**config.mk**
```make
export PLATFORM = sky130hd
export DESIGN_NAME = e3_frame_monitor
export DESIGN_NICKNAME = d
export VERILOG_FILES = /design/src/rtl/e3fm_pkg.sv /design/src/rtl/e3fm_align.sv /design/src/rtl/e3fm_ais.sv /design/src/rtl/e3fm_regs.sv /design/src/rtl/e3_frame_monitor.sv
export SDC_FILE = /design/constraint.sdc
export NUM_CORES = 1
export LEC_CHECK = 0
export ABC_AREA = 0
export BUFFER_PORTS_ARGS = -buffer_cell sky130_fd_sc_hd__buf_2
export CAP_MARGIN = 20
export CORE_AREA = 10 10 72 135
export CTS_BUF_LIST = sky130_fd_sc_hd__clkbuf_16
export DETAILED_ROUTE_END_ITERATION = 10
export DIE_AREA = 0 0 82 145
export GPL_ROUTABILITY_DRIVEN = 0
export PLACE_DENSITY = 0.75
export SETUP_SLACK_MARGIN = 0.02
export SLEW_MARGIN = 10
export SYNTH_ARGS = -nofsm -noshare
export SYNTH_HDL_FRONTEND = slang
export SYNTH_HIERARCHICAL = 1
export SYNTH_SLANG_ARGS = --single-unit
export TNS_END_PERCENT = 10
```
**constraint.sdc**
```tcl
create_clock -name clk -period 3.45 [get_ports clk]
set_input_delay 0.1725 -clock clk [delete_from_list [all_inputs] [get_ports clk]]
set_output_delay 0.1725 -clock clk [all_outputs]
set_load 0.05 [all_outputs]
```
**src/rtl/e3fm_pkg.sv**
```systemverilog
`timescale 1ns/1ps
package e3fm_pkg;
   typedef enum logic [1:0] {
      SY_HUNT    = 2'd0,
      SY_CONFIRM = 2'd1,
      SY_LOCKED  = 2'd2
   } sync_e;

   localparam logic [1:0] RA_STATUS = 2'd0;
   localparam logic [1:0] RA_MASK   = 2'd1;
   localparam logic [1:0] RA_FECNT  = 2'd2;
   localparam logic [1:0] RA_LOFCNT = 2'd3;

   localparam int ST_LOF = 0;
   localparam int ST_AIS = 1;
   localparam int ST_FAR = 2;
   localparam int ST_NAT = 3;
   localparam int ST_W   = 4;
endpackage

```
**src/rtl/e3fm_align.sv**
```systemverilog
`timescale 1ns/1ps
module e3fm_align
   import e3fm_pkg::*;
#(
   parameter int              FRAME_BITS = 1536,
   parameter int              FAS_W      = 10,
   parameter logic [FAS_W-1:0] FAS_WORD  = 10'b1111010000,
   parameter int              CONF_N     = 3,
   parameter int              LOSS_N     = 4
) (
   input  logic clk,
   input  logic rst_n,
   input  logic bit_en,
   input  logic bit_in,
   output logic in_frame,
   output logic far_bit,
   output logic nat_bit,
   output logic fe_evt,
   output logic lof_evt
);
   localparam int POS_W  = $clog2(FRAME_BITS);
   localparam int HIT_W  = $clog2(CONF_N + 1);
   localparam int MISS_W = $clog2(LOSS_N + 1);
   localparam logic [POS_W-1:0]  LAST_POS  = POS_W'(FRAME_BITS - 1);
   localparam logic [HIT_W-1:0]  HIT_LAST  = HIT_W'(CONF_N - 1);
   localparam logic [MISS_W-1:0] MISS_LAST = MISS_W'(LOSS_N - 1);

   sync_e              state;
   logic [FAS_W-1:0]   sr, sr_nx;
   logic [POS_W-1:0]   pos;
   logic [HIT_W-1:0]   hits;
   logic [MISS_W-1:0]  miss;
   logic               hit, at_word;

   always_comb begin
      sr_nx   = {sr[FAS_W-2:0], bit_in};
      hit     = (sr_nx == FAS_WORD);
      at_word = (pos == LAST_POS);
      fe_evt  = bit_en && (state == SY_LOCKED) && at_word && !hit;
      lof_evt = fe_evt && (miss == MISS_LAST);
   end

   always_ff @(posedge clk or negedge rst_n) begin
      if (!rst_n) begin
         state   <= SY_HUNT;
         sr      <= '0;
         pos     <= '0;
         hits    <= '0;
         miss    <= '0;
         far_bit <= 1'b0;
         nat_bit <= 1'b0;
      end else if (bit_en) begin
         sr <= sr_nx;
         unique case (state)
            SY_HUNT: begin
               if (hit) begin
                  state <= SY_CONFIRM;
                  hits  <= HIT_W'(1);
                  pos   <= '0;
               end
            end
            SY_CONFIRM: begin
               if (at_word) begin
                  pos <= '0;
                  if (!hit) begin
                     state <= SY_HUNT;
                  end else if (hits == HIT_LAST) begin
                     state <= SY_LOCKED;
                     miss  <= '0;
                  end else begin
                     hits <= hits + 1'b1;
                  end
               end else begin
                  pos <= pos + 1'b1;
               end
            end
            SY_LOCKED: begin
               if (pos == POS_W'(0)) far_bit <= bit_in;
               if (pos == POS_W'(1)) nat_bit <= bit_in;
               if (at_word) begin
                  pos <= '0;
                  if (hit)          miss  <= '0;
                  else if (lof_evt) state <= SY_HUNT;
                  else              miss  <= miss + 1'b1;
               end else begin
                  pos <= pos + 1'b1;
               end
            end
            default: state <= SY_HUNT;
         endcase
      end
   end

   assign in_frame = (state == SY_LOCKED);
endmodule

```
**src/rtl/e3fm_ais.sv**
```systemverilog
`timescale 1ns/1ps
module e3fm_ais #(
   parameter int WIN_BITS  = 1536,
   parameter int AIS_ZEROS = 5
) (
   input  logic clk,
   input  logic rst_n,
   input  logic bit_en,
   input  logic bit_in,
   output logic ais
);
   localparam int WPOS_W = $clog2(WIN_BITS);
   localparam int ZC_W   = $clog2(AIS_ZEROS + 1);
   localparam logic [WPOS_W-1:0] WIN_LAST = WPOS_W'(WIN_BITS - 1);
   localparam logic [ZC_W-1:0]   ZC_LIM   = ZC_W'(AIS_ZEROS);

   logic [WPOS_W-1:0] wpos;
   logic [ZC_W-1:0]   zc, zc_tot;

   always_comb begin
      if (zc == ZC_LIM) zc_tot = zc;
      else              zc_tot = zc + ZC_W'(!bit_in);
   end

   always_ff @(posedge clk or negedge rst_n) begin
      if (!rst_n) begin
         wpos <= '0;
         zc   <= '0;
         ais  <= 1'b0;
      end else if (bit_en) begin
         if (wpos == WIN_LAST) begin
            wpos <= '0;
            zc   <= '0;
            ais  <= (zc_tot < ZC_LIM);
         end else begin
            wpos <= wpos + 1'b1;
            zc   <= zc_tot;
         end
      end
   end
endmodule

```
**src/rtl/e3fm_regs.sv**
```systemverilog
`timescale 1ns/1ps
module e3fm_regs
   import e3fm_pkg::*;
#(
   parameter int CNT_W  = 8,
   parameter int DATA_W = 8
) (
   input  logic              clk,
   input  logic              rst_n,
   input  logic [ST_W-1:0]   status,
   input  logic              fe_evt,
   input  logic              lof_evt,
   input  logic              host_wr,
   input  logic              host_rd,
   input  logic [1:0]        host_addr,
   input  logic [DATA_W-1:0] host_wdata,
   output logic [DATA_W-1:0] host_rdata,
   output logic [ST_W-1:0]   mask,
   output logic [CNT_W-1:0]  fe_count,
   output logic [CNT_W-1:0]  lof_count,
   output logic              irq
);
   localparam int N_CNT = 2;

   logic [N_CNT-1:0]       evt;
   logic [N_CNT*CNT_W-1:0] cnt_bus;
   logic [DATA_W-1:0]      rsel;

   assign evt = {lof_evt, fe_evt};

   for (genvar k = 0; k < N_CNT; k++) begin : g_cnt
      logic             clr;
      logic [CNT_W-1:0] val;
      assign clr = host_rd && (host_addr == (RA_FECNT + 2'(k)));
      always_ff @(posedge clk or negedge rst_n) begin
         if (!rst_n)                       val <= '0;
         else if (clr)                     val <= CNT_W'(evt[k]);
         else if (evt[k] && (val != '1))   val <= val + 1'b1;
      end
      assign cnt_bus[k*CNT_W +: CNT_W] = val;
   end

   assign fe_count  = cnt_bus[0 +: CNT_W];
   assign lof_count = cnt_bus[CNT_W +: CNT_W];

   always_comb begin
      unique case (host_addr)
         RA_STATUS: rsel = DATA_W'(status);
         RA_MASK:   rsel = DATA_W'(mask);
         RA_FECNT:  rsel = DATA_W'(fe_count);
         default:   rsel = DATA_W'(lof_count);
      endcase
   end

   always_ff @(posedge clk or negedge rst_n) begin
      if (!rst_n) begin
         host_rdata <= '0;
         mask       <= '1;
         irq        <= 1'b0;
      end else begin
         if (host_rd) host_rdata <= rsel;
         if (host_wr && (host_addr == RA_MASK)) mask <= host_wdata[ST_W-1:0];
         irq <= |(status & ~mask);
      end
   end
endmodule

```
**src/rtl/e3_frame_monitor.sv**
```systemverilog
`timescale 1ns/1ps
module e3_frame_monitor
   import e3fm_pkg::*;
#(
   parameter int FRAME_BITS = 1536,
   parameter int CONF_N     = 3,
   parameter int LOSS_N     = 4,
   parameter int AIS_ZEROS  = 5,
   parameter int CNT_W      = 8,
   parameter int DATA_W     = 8
) (
   input  logic              clk,
   input  logic              rst_n,
   input  logic              bit_en,
   input  logic              bit_in,
   input  logic              host_wr,
   input  logic              host_rd,
   input  logic [1:0]        host_addr,
   input  logic [DATA_W-1:0] host_wdata,
   output logic [DATA_W-1:0] host_rdata,
   output logic              irq,
   output logic              frame_lost,
   output logic              ais_seen,
   output logic              far_alarm,
   output logic              natl_bit
);
   localparam int FAS_W = 10;
   localparam logic [FAS_W-1:0] FAS_WORD = 10'b1111010000;

   initial begin : param_chk
      assert (FRAME_BITS > 2*FAS_W + 2) else $fatal(1, "frame too short for alignment word");
      assert (CONF_N >= 2)               else $fatal(1, "confirmation needs at least two words");
      assert (LOSS_N >= 1)               else $fatal(1, "loss run must be positive");
      assert (AIS_ZEROS >= 1 && AIS_ZEROS < FRAME_BITS) else $fatal(1, "AIS zero limit out of range");
      assert (CNT_W >= 1 && CNT_W <= DATA_W) else $fatal(1, "counter wider than host data");
      assert (DATA_W >= ST_W)            else $fatal(1, "host data narrower than status");
   end

   logic              in_frame, fe_evt, lof_evt;
   logic [ST_W-1:0]   status, mask_q;
   logic [CNT_W-1:0]  fe_count, lof_count;

   e3fm_align #(
      .FRAME_BITS(FRAME_BITS), .FAS_W(FAS_W), .FAS_WORD(FAS_WORD),
      .CONF_N(CONF_N), .LOSS_N(LOSS_N)
   ) u_align (
      .clk(clk), .rst_n(rst_n), .bit_en(bit_en), .bit_in(bit_in),
      .in_frame(in_frame), .far_bit(far_alarm), .nat_bit(natl_bit),
      .fe_evt(fe_evt), .lof_evt(lof_evt)
   );

   e3fm_ais #(.WIN_BITS(FRAME_BITS), .AIS_ZEROS(AIS_ZEROS)) u_ais (
      .clk(clk), .rst_n(rst_n), .bit_en(bit_en), .bit_in(bit_in), .ais(ais_seen)
   );

   assign frame_lost       = !in_frame;
   assign status[ST_LOF]   = frame_lost;
   assign status[ST_AIS]   = ais_seen;
   assign status[ST_FAR]   = far_alarm;
   assign status[ST_NAT]   = natl_bit;

   e3fm_regs #(.CNT_W(CNT_W), .DATA_W(DATA_W)) u_regs (
      .clk(clk), .rst_n(rst_n), .status(status),
      .fe_evt(fe_evt), .lof_evt(lof_evt),
      .host_wr(host_wr), .host_rd(host_rd), .host_addr(host_addr),
      .host_wdata(host_wdata), .host_rdata(host_rdata),
      .mask(mask_q), .fe_count(fe_count), .lof_count(lof_count), .irq(irq)
   );
endmodule

```
## Yosys cells after proc, flatten, opt, wreduce, memory -nomap -nowiden

Cells that the tools add are included.

| storage, ports and cells | value |
|---|---|
| register bits after elaboration | 73 |
| latch bits | 0 |
| memory bits (writable) | 0 |
| ROM bits | 0 |
| output and inout bits | 13 |
| memories | 0 |

| operators by class | value |
|---|---|
| add/subtract/negate cells | 7 |
| $mul | 0 |
| div/mod/pow operators | 0 |
| order comparisons | 1 |
| eq/ne operators | 24 |
| shift-type cells | 0 |
| muxes and demuxes | 30 |
| bitwise gates (word level) | 2 |
| reductions and logical operators | 29 |

Operator list:

| cell | count |
|---|---|
| 11-bit 2-to-1 mux | 3 |
| 8-bit 2-to-1 mux | 4 |
| 3-bit 2-to-1 mux | 8 |
| 8-bit one-hot mux with 3 select lines | 1 |
| 11-bit by 1-bit adder with 11-bit output (second input constant) | 2 |
| 11-bit equality test (second input constant) | 2 |
| 11-bit one-hot mux with 2 select lines | 1 |
| 2-bit 2-to-1 mux | 10 |
| 8-bit by 1-bit adder with 8-bit output (second input constant) | 2 |
| 8-bit != test (second input constant) | 2 |
| 7-bit AND reduction | 2 |
| 2-bit by 1-bit != test with 1-bit output (second input constant) | 6 |
| 11-bit by 1-bit equality test with 1-bit output (second input constant) | 1 |
| 11-bit logical NOT | 1 |
| 10-bit equality test (second input constant) | 1 |
| 2-bit nonzero test | 5 |
| 1-bit logical AND | 9 |
| 3-bit AND reduction | 3 |
| 2-bit equality test (second input constant) | 4 |
| 3-bit != test (second input constant) | 2 |
| 2-bit one-hot mux with 3 select lines | 1 |
| 3-bit one-hot mux with 2 select lines | 1 |
| 6-bit AND reduction | 1 |
| 4-bit bitwise AND | 1 |
| other kinds (15) | 20 |

## Depth between registers and ports, before layout

Gate-level depths: netlist of run 1.

| depth | value |
|---|---|
| depth after elaboration | 9 |
| mapped depth | 8 |
| mapped depth without buffers | 8 |

## Modules after synthesis

The synthesis of run 1 kept the hierarchy.

Modules (own cells, without submodules):

| module | instances | cells each | area each (um2) | sequential area each (um2) |
|---|---|---|---|---|
| e3fm_align | 1 | 157 | 1,635.3 | 725.7 |
| e3fm_regs | 1 | 164 | 1,611.5 | 730.7 |
| e3fm_ais | 1 | 78 | 830.8 | 375.4 |
| e3_frame_monitor | 1 | 1 | 3.8 | 0.0 |

## Worst setup path before layout of run 1

Ideal clock, no wire load.

| timing | value |
|---|---|
| path kind | flip-flop to flip-flop |
| start point | register u_align.pos[0] |
| end point | register u_regs.g_cnt[1].val[5], in the netlist u_regs/lof_count[5] |
| arrival | 2.346 ns |
| required time | 3.374 ns |
| slack | 1.027 ns |
| stages on the path, launching flop included | 9 |
| period minus slack after synthesis | 2.423 ns |
| cell sequence | dfrtp_1 > ha_1 > nand3_1 > nor4_2 > and4b_1 > and2_1 > nand4_1 > or4_1 > o21ai_1 |

| on the way | value |
|---|---|
| word-level cells in the longest chain between the ends | 6 |

Ends and longest elaborated chain:

| item | RTL line | source |
|---|---|---|
| start, declared | e3fm_align.sv:30 | `logic [POS_W-1:0] pos;` |
| start signal, assigned | e3fm_align.sv:74 | `pos <= pos + 1'b1;` |
| start signal, assigned | e3fm_align.sv:86 | `pos <= pos + 1'b1;` |
| 11-bit equality test | e3fm_align.sv:38 | `at_word = (pos == LAST_POS);` |
| 1-bit logical AND (2 in a row) | e3fm_align.sv:39 | `fe_evt = bit_en && (state == SY_LOCKED) && at_word && !hit;` |
| net fe_evt | e3_frame_monitor.sv:39 | `logic in_frame, fe_evt, lof_evt;` |
| 1-bit logical AND | e3fm_align.sv:40 | `lof_evt = fe_evt && (miss == MISS_LAST);` |
| net lof_evt | e3_frame_monitor.sv:39 |  |
| 1-bit logical AND | e3fm_regs.sv:38 | `else if (evt[k] && (val != '1)) val <= val + 1'b1;` |
| 2-bit nonzero test (no line) | - |  |
| end signal, assigned | e3fm_regs.sv:37 | `else if (clr) val <= CNT_W'(evt[k]);` |
| end signal, assigned | e3fm_regs.sv:38 |  |
| end, declared | e3fm_regs.sv:33 | `logic [CNT_W-1:0] val;` |

The timed path passes the listed nets, and every way through them passes these cells.
A chain may end at the register's enable or synchronous reset.

## Final worst setup path of run 1

| timing | value |
|---|---|
| start point | register u_align.pos[0] |
| end point | register u_regs.g_cnt[1].val[7], in the netlist u_regs/lof_count[7] |

The elaborated chain is that of the path after synthesis.

==> out/qor.txt, run 1 <==
XOR/XNOR Fraction of Synth Area - 1.288%
Top cell type's share of synthesized area - 42.31%
Vias/cell - 6.067
Rows - 45
Fmax - 0.3394 GHz
Crit share post-route - 85.40%
Fraction of layout cells with a size suffix above 1 - 18.97%
Top post-synthesis cells by area - dfrtp_1 42%, mux2_2 6.6%, ha_1 4.3%
Main combinational cell family by area after synthesis - simple AND/OR/NAND/NOR gates
Reg power frac - 40.6%
Initial antenna violation count - 0
Syn nets - 430
Slew Viols, Final - 0
CP Data Arrival Time - 3.14 ns
Clock power share - 34.1%
Remaining DRCs - 0
H-tree levels - 3
Initial Util - 54.10%
Final Hold Fails - 0
Die ar. - 0.01189 mm²
Slowest stage delay, CP - 0.62 ns
Register area share after synthesis - 44.88%
R2R Setup Slk - 0.50 ns
Final net count - 452
Yosys top cell by area - dfrtp_1
Core area - 0.007545 mm²
Simple-gate share of the synthesized area - 19.90%
I/O Pins - 29
Buffers on Ports - 24
Antenna viol nets, final - 0
Final setup violation count - 0
Slew of the pin with the lowest slew margin - 0.6254 ns
Final WL - 8717 µm
DRT iter0 DRCs - 175
Vias in the first global route - 3,179
Worst setup startpoint - u_align/pos[0]$_DFFE_PN0P_
Slowest cell on crit path - nor4_2
Root Buffer - clkbuf_16
CTS tree - yes
Mapped Cells - 400
Slew margin rel. - 58.31%
Min Tclk post-route - 2.946 ns
Clk slew on worst S/H paths - 0.06 ns
First-pass GRT wire length - 14,950 µm
Cell area after synthesis - 0.004081 mm²
Hold path start - host_wdata[0]
Crit-path max FO - 6
Post-synthesis mux area share - 9.565%
Critical Path Sink Type - flip-flop
Sw Ratio - 32.02%
Clock Tree Buf Depth - 2
Yosys Warn Count - 6
Setup TNS - 0 ns
P per Cell Area - 610.6 mW/mm²
Yosys reg bits - 73
Clock sink count - 73
Clock insertion delay at the later pin of the skew report - 0.33 ns
Horiz. Die Dim - 82 µm
Crit Reg-Reg Startpoint - u_align/pos[0]$_DFFE_PN0P_
Area Growth Syn to Fin - 11.93%
Worst Skew - 0.006598 ns
Worst min path class - primary input to flip-flop
Synth Area in Compound Gates - 15.27%
DR vias - 3,161
Grt total ovfl - 0
Adder-cell share of the synthesized area - 4.292%
Netlist cell types - 66
TritonRoute pass-1 iters - 5
DIE HEIGHT - 145 µm
Wire per inst - 16.73 µm
Crit path launch type - flip-flop
Worst Path Required - 3.65 ns
Logic pwr share - 25.3%
HPWL Detailed - 6220 µm
Dominant synthesized flop cell - dfrtp_1
Post-cts sizing count - 0
CP Cell Sequence - ha_1, nand3_1, nor4_2, and4b_1, and2_1, nand4_1, o311ai_0, o41ai_1
CP Class - flip-flop to flip-flop
Net switching power - 893.0 µW
RSZ-0062 raised after global routing - no
Asr flop ratio synth - 100.0%
Top-count cell post-synth - dfrtp_1
Antenna diodes - 0
Largest net degree at the start of global routing - 51
WHS - 0.09678 ns
LEAKAGE - 2.057 nW
Maximum VDD drop - 0.0004595 V
Status - finished clean
Pint - 1.896 mW
Commonest cells in the synthesized netlist - 69 x dfrtp_1, 37 x nand2_1, 27 x inv_1, 24 x mux2_2, 18 x a21oi_1
Number of synthesized flops with an enable pin - 0
# Max-Cap Violations - 0
Global-route usage over all layers - 15.57%
Inserted Clock Buffers - 9
Mean Syn Cell Area - 10.20 µm²
[repair_timing]
| action | 4_1_cts | 5_1_grt |
|---|---|---|
| hold endpoints to repair | 23 | 0 |
| hold buffers | 1 | 0 |
| buffers inserted | 0 | 0 |
[metal layers]
| layer | share of wire (%) | up-vias | track usage, % |
|---|---|---|---|
| met1 | 40 | 1547 | 17.85 |
| met2 | 53 | 81 | 25.83 |
| met4 | 2.2 | 0 | 7.192 |
| met5 | 0 | - | 0 |
| met3 | 4.6 | 13 | 3.832 |
| li1 | - | 1520 | - |
[area by class of cell]
cell class / count / area [µm²]
fillers: 658 / 2977
multi-input cells: 282 / 2053
flip-flops and latches: 73 / 1832
clock buffers: 9 / 225.2
repair buffers: 29 / 160.2
well taps: 94 / 117.6
inverters: 27 / 101.3
clock inverters: 7 / 78.83
[power by group through the flow]
| stage | clock (mW) | sequential (mW) | combinational, mW |
|---|---|---|---|
| floorplan | 0 | 1.19 | 0.471 |
| global placement | 0 | 1.14 | 0.680 |
| detailed placement | 0 | 1.15 | 0.703 |
| CTS | 0.973 | 1.13 | 0.707 |
| global route | 1.01 | 1.16 | 0.800 |
| finish | 0.951 | 1.13 | 0.705 |
[layout by cell type (no fill, tap or decap), types with 9 or more instances in the layout]
cell type and instances:
dfrtp_1 69, nand2_1 37, inv_1 30, buf_2 24, mux2_2 24, a21oi_1 18, nor2_1 15, o22ai_1 15
o21ai_0 14, nand3_1 14, ha_1 14, mux2i_1 12, nand2b_1 11, nand4_1 10, clkbuf_16 9
[logic make-up after synthesis]
kind of cell	Yosys count
AOI/OAI and AO/OA	91
and+or+nand+nor	135
buffers and inverters	45
xor gates and xnor gates	6
adders and majority gates	14
muxes	36
DFF	73
[stage by stage]
| stage | cells | utilization [%] | cell area (µm²) | setup slack [ns] | power, mW |
|---|---|---|---|---|---|
| 4_1_cts | 521 | 60.55 | 4568 | 0.5511 | 2.813 |
| 6_report | 521 | 60.55 | 4568 | 0.5038 | 2.789 |
| 3_3_place_gp | 504 | 56.38 | 4254 | 0.7024 | 1.816 |
| 2_1_floorplan | 400 | - | 4081 | 1.027 | 1.659 |
| 5_1_grt | 521 | 60.55 | 4568 | 0.2524 | 2.967 |
| 3_5_place_dp | 504 | 56.38 | 4254 | 0.6011 | 1.849 |
[worst max-delay path, delay by kind of cell (launching register included)]
kind | cells | cell delay (ns)
AOI/OAI and AO/OA | 2 | 0.50
and+or+nand+nor | 5 | 1.67
adders and majority gates | 1 | 0.21
DFF | 1 | 0.42
[registers in the layout, indices dropped and copies added, names as in the netlist, 2 cells and up]
register	cells
u_align/pos	11
u_regs/host_rdata	8
u_align/hits	2
u_align/sr	9
u_regs/fe_count	8
u_regs/lof_count	8
u_ais/zc	3
u_align/miss	3
u_regs/mask	4
u_ais/wpos	11
u_align/state	2
[final timing paths]
| kind | endpoint | cells past startpoint |
|---|---|---|
| setup / recovery | u_regs/lof_count[7]$_DFFE_PN0P_ | 8 |
| hold / removal | u_regs/mask[0]$_DFFE_PN1P_ | 2 |
| setup reg to reg | u_regs/lof_count[7]$_DFFE_PN0P_ | 8 |
| hold reg to reg | u_align/miss[1]$_DFFE_PN0P_ | 1 |
| max in group asynchronous | u_align/miss[0]$_DFFE_PN0P_ | 3 |
| min in group asynchronous | u_regs/fe_count[3]$_DFFE_PN0P_ | 2 |
Power figures use the tool's default switching activity.
==> run 2, diff against run 1 <==
--- a/config.mk
+++ b/config.mk
@@ -8,12 +8,14 @@
 export ABC_AREA = 0
 export BUFFER_PORTS_ARGS = -buffer_cell sky130_fd_sc_hd__buf_2
 export CAP_MARGIN = 20
-export CORE_AREA = 10 10 72 135
+export CELL_PAD_IN_SITES_DETAIL_PLACEMENT = 1
+export CELL_PAD_IN_SITES_GLOBAL_PLACEMENT = 2
+export CORE_AREA = 10 10 84 158
 export CTS_BUF_LIST = sky130_fd_sc_hd__clkbuf_16
 export DETAILED_ROUTE_END_ITERATION = 10
-export DIE_AREA = 0 0 82 145
+export DIE_AREA = 0 0 94 168
 export GPL_ROUTABILITY_DRIVEN = 0
-export PLACE_DENSITY = 0.75
+export PLACE_DENSITY_LB_ADDON = 0.1
 export SETUP_SLACK_MARGIN = 0.02
 export SLEW_MARGIN = 10
 export SYNTH_ARGS = -nofsm -noshare
==> out/qor.txt, run 2 (synthesis results as in run 1) <==
Non-filler cells, final - 565 (+8.4%)
Inserted Clock Buffers - 9 (unchanged)
Family with the most delay on the worst path - simple AND/OR/NAND/NOR gates
H-tree levels - 3 (unchanged)
Worst min path class - primary input to async pin
Clock Tree Buf Depth - 2 (unchanged)
CP Cell Sequence - ha_1, nand3_1, nor4_2, buf_4, and4b_1, and2_1, nand4_1, o311ai_0, o41ai_1
Worst setup startpoint - u_align/pos[0]$_DFFE_PN0P_
Die ar. - 0.01579 mm² (+33%)
Total setup buffers inserted after CTS - 0 (unchanged)
Met2 WL - 6343 µm (+36%)
WHS - -0.04594 ns (-0.1427 ns)
Slew of the pin with the lowest slew margin - 0.9792 ns (+0.3538 ns)
Final Hold Fails - 13 (+13)
Buffers on Ports - 24 (unchanged)
WL met3 - 331 µm (-17%)
Wire per inst - 18.62 µm (+11%)
Fraction of layout cells with a size suffix above 1 - 19.53% (+0.56 points)
Clk slew on worst S/H paths - 0.06 ns (about the same)
Final net count - 451 (-0.22%)
Setup TNS - 0 ns (unchanged)
Worst Path Required - 3.66 ns (about the same)
Slowest stage delay, CP - 0.44 ns (-0.18 ns)
Initial Util - 37.75% (-16 points)
Global-route usage over all layers - 14.05% (-1.5 points)
WL met1 - 3696 µm (+6.8%)
Status - finished, violations left
Root Buffer - clkbuf_16
Worst Skew - 0.01067 ns (+0.004072 ns)
Bufs and invs on worst path - 1 (+1)
Min Tclk post-route - 2.739 ns (-0.2076 ns)
Maximum VDD drop - 0.0003166 V (-31%)
Crit Reg-Reg Startpoint - u_align/pos[0]$_DFFE_PN0P_
DIE HEIGHT - 168 µm (+16%)
TritonRoute pass-1 iters - 4 (-1)
P per Cell Area - 615.7 mW/mm² (+0.84%)
Critical Path Sink Type - flip-flop
Post-cts sizing count - 0 (unchanged)
Power, Total - 2.846 mW (+2.1%)
Dpl ws - 0.7140 ns (+0.1129 ns)
First-pass GRT wire length - 17,510 µm (+17%)
RSZ-0062 raised after global routing - no
Max layer used - met4
CP endpoint - u_regs/lof_count[7]$_DFFE_PN0P_
Slew margin rel. - 34.72% (-24 points)
R2R Setup Slk - 0.71 ns (+0.21 ns)
CP Class - flip-flop to flip-flop
I/O Pins - 29 (unchanged)
Fmax - 0.3651 GHz (+7.6%)
Fill cells - 1,242 (+89%)
Slack of the critical path - 0.7114 ns (+0.2076 ns)
Largest net degree at the start of global routing - 74 (+45%)
Grt total ovfl - 0 (unchanged)
Final setup violation count - 0 (unchanged)
Crit-path max FO - 6 (unchanged)
CTS tree - yes
DRT iter0 DRCs - 45 (-74%)
Antenna diodes - 0 (unchanged)
Placed Instances - 550 (+9.1%)
Vias in the first global route - 3,357 (+5.6%)
Core area - 0.01081 mm² (+43%)
Final WL - 10,520 µm (+21%)
Commonest non-fill, non-tap cell in the layout - dfrtp_1
LEAKAGE - 2.042 nW (-0.70%)
Initial antenna violation count - 0 (unchanged)
CP Data Arrival Time - 2.95 ns (-0.19 ns)
DR vias - 3,100 (-1.9%)
Rows - 54 (+20%)
Clock insertion delay at the later pin of the skew report - 0.34 ns (about the same)
CTS Hold Bufs - 0 (-1)
Horiz. Die Dim - 94 µm (+15%)
Cell count along the critical path - 9 (+1)
Crit path launch type - flip-flop
Vias/cell - 5.487 (-9.6%)
Failing checks - negative hold slack
Remaining DRCs - 0 (unchanged)
Area Growth Syn to Fin - 13.27%
Most frequent cells in the layout - 69 x dfrtp_1, 37 x nand2_1, 27 x inv_1
# Max-Cap Violations - 0 (unchanged)
HPWL Detailed - 7932 µm (+28%)
Largest regs - u_ais/wpos (11), u_align/pos (11), u_align/sr (9)
R2r worst-path depth - 9 (+1)
RR Endpoint - u_regs/lof_count[7]$_DFFE_PN0P_
Slowest cell on crit path - dfrtp_1
Slew Viols, Final - 0 (unchanged)
Clock sink count - 73 (unchanged)
Antenna viol nets, final - 0 (unchanged)
Crit share post-route - 79.38% (-6.0 points)
==> run 2: where the power goes <==
group / switching, mW / internal (mW) / leakage [nW]
combinational: 0.445 / 0.279 / 0.959
clock: 0.364 / 0.625 / 0.147
sequential: 0.135 / 0.997 / 0.937
total: 0.945 / 1.90 / 2.04
==> run 2: per-stage QoR <==
stage               utilization (%)  instance area (µm²)  hold WS (ns)
CTS                           42.77                 4623       0.03149
finish                        42.77                 4623      -0.04594
detailed placement            39.91                 4314        0.3955
global route                  42.77                 4623       0.04907
global placement              39.91                 4314        0.3876
floorplan                         -                 4081       -0.1231
==> run 2: final cells by class <==
cell class	instances	area, µm²	area share, %
sequential	73	1832	39.62
clock inverter	6	83.83	1.813
tap	140	175.2	3.789
inverter	27	101.3	2.192
timing repair buffer	28	152.6	3.302
clock buffer	9	225.2	4.871
multi-input combinational	282	2053	44.41
==> run 2: worst min path at each step <==
stage	start	end	slack, ns	depth (start not counted)
2_1_floorplan	rst_n	u_ais/ais$_DFFE_PN0P_	-0.12	0
3_3_place_gp	rst_n	u_regs/fe_count[5]$_DFFE_PN0P_	0.39	1
3_5_place_dp	rst_n	u_regs/fe_count[5]$_DFFE_PN0P_	0.40	1
4_1_cts	rst_n	u_regs/fe_count[5]$_DFFE_PN0P_	0.03	1
5_1_grt	rst_n	u_regs/host_rdata[5]$_DFFE_PN0P_	0.05	1
6_report	rst_n	u_regs/fe_count[5]$_DFFE_PN0P_	-0.05	1
==> run 2: worst register-to-register path, delay by kind of cell (launching register included) <==
kind	cells	cell delay, ns
AND/OR/NAND/NOR	5	1.26
buffers and inverters	1	0.19
adder cells (fa/ha/maj)	1	0.24
flip-flops	1	0.44
AO/OA/AOI/OAI	2	0.49
==> run 2: metal layers <==
metal  vias up  global-route usage, %
met2        29                  27.38
met3        12                  3.252
li1       1508                      -
met5         -                      0
met1      1551                  13.54
met4         0                  4.784
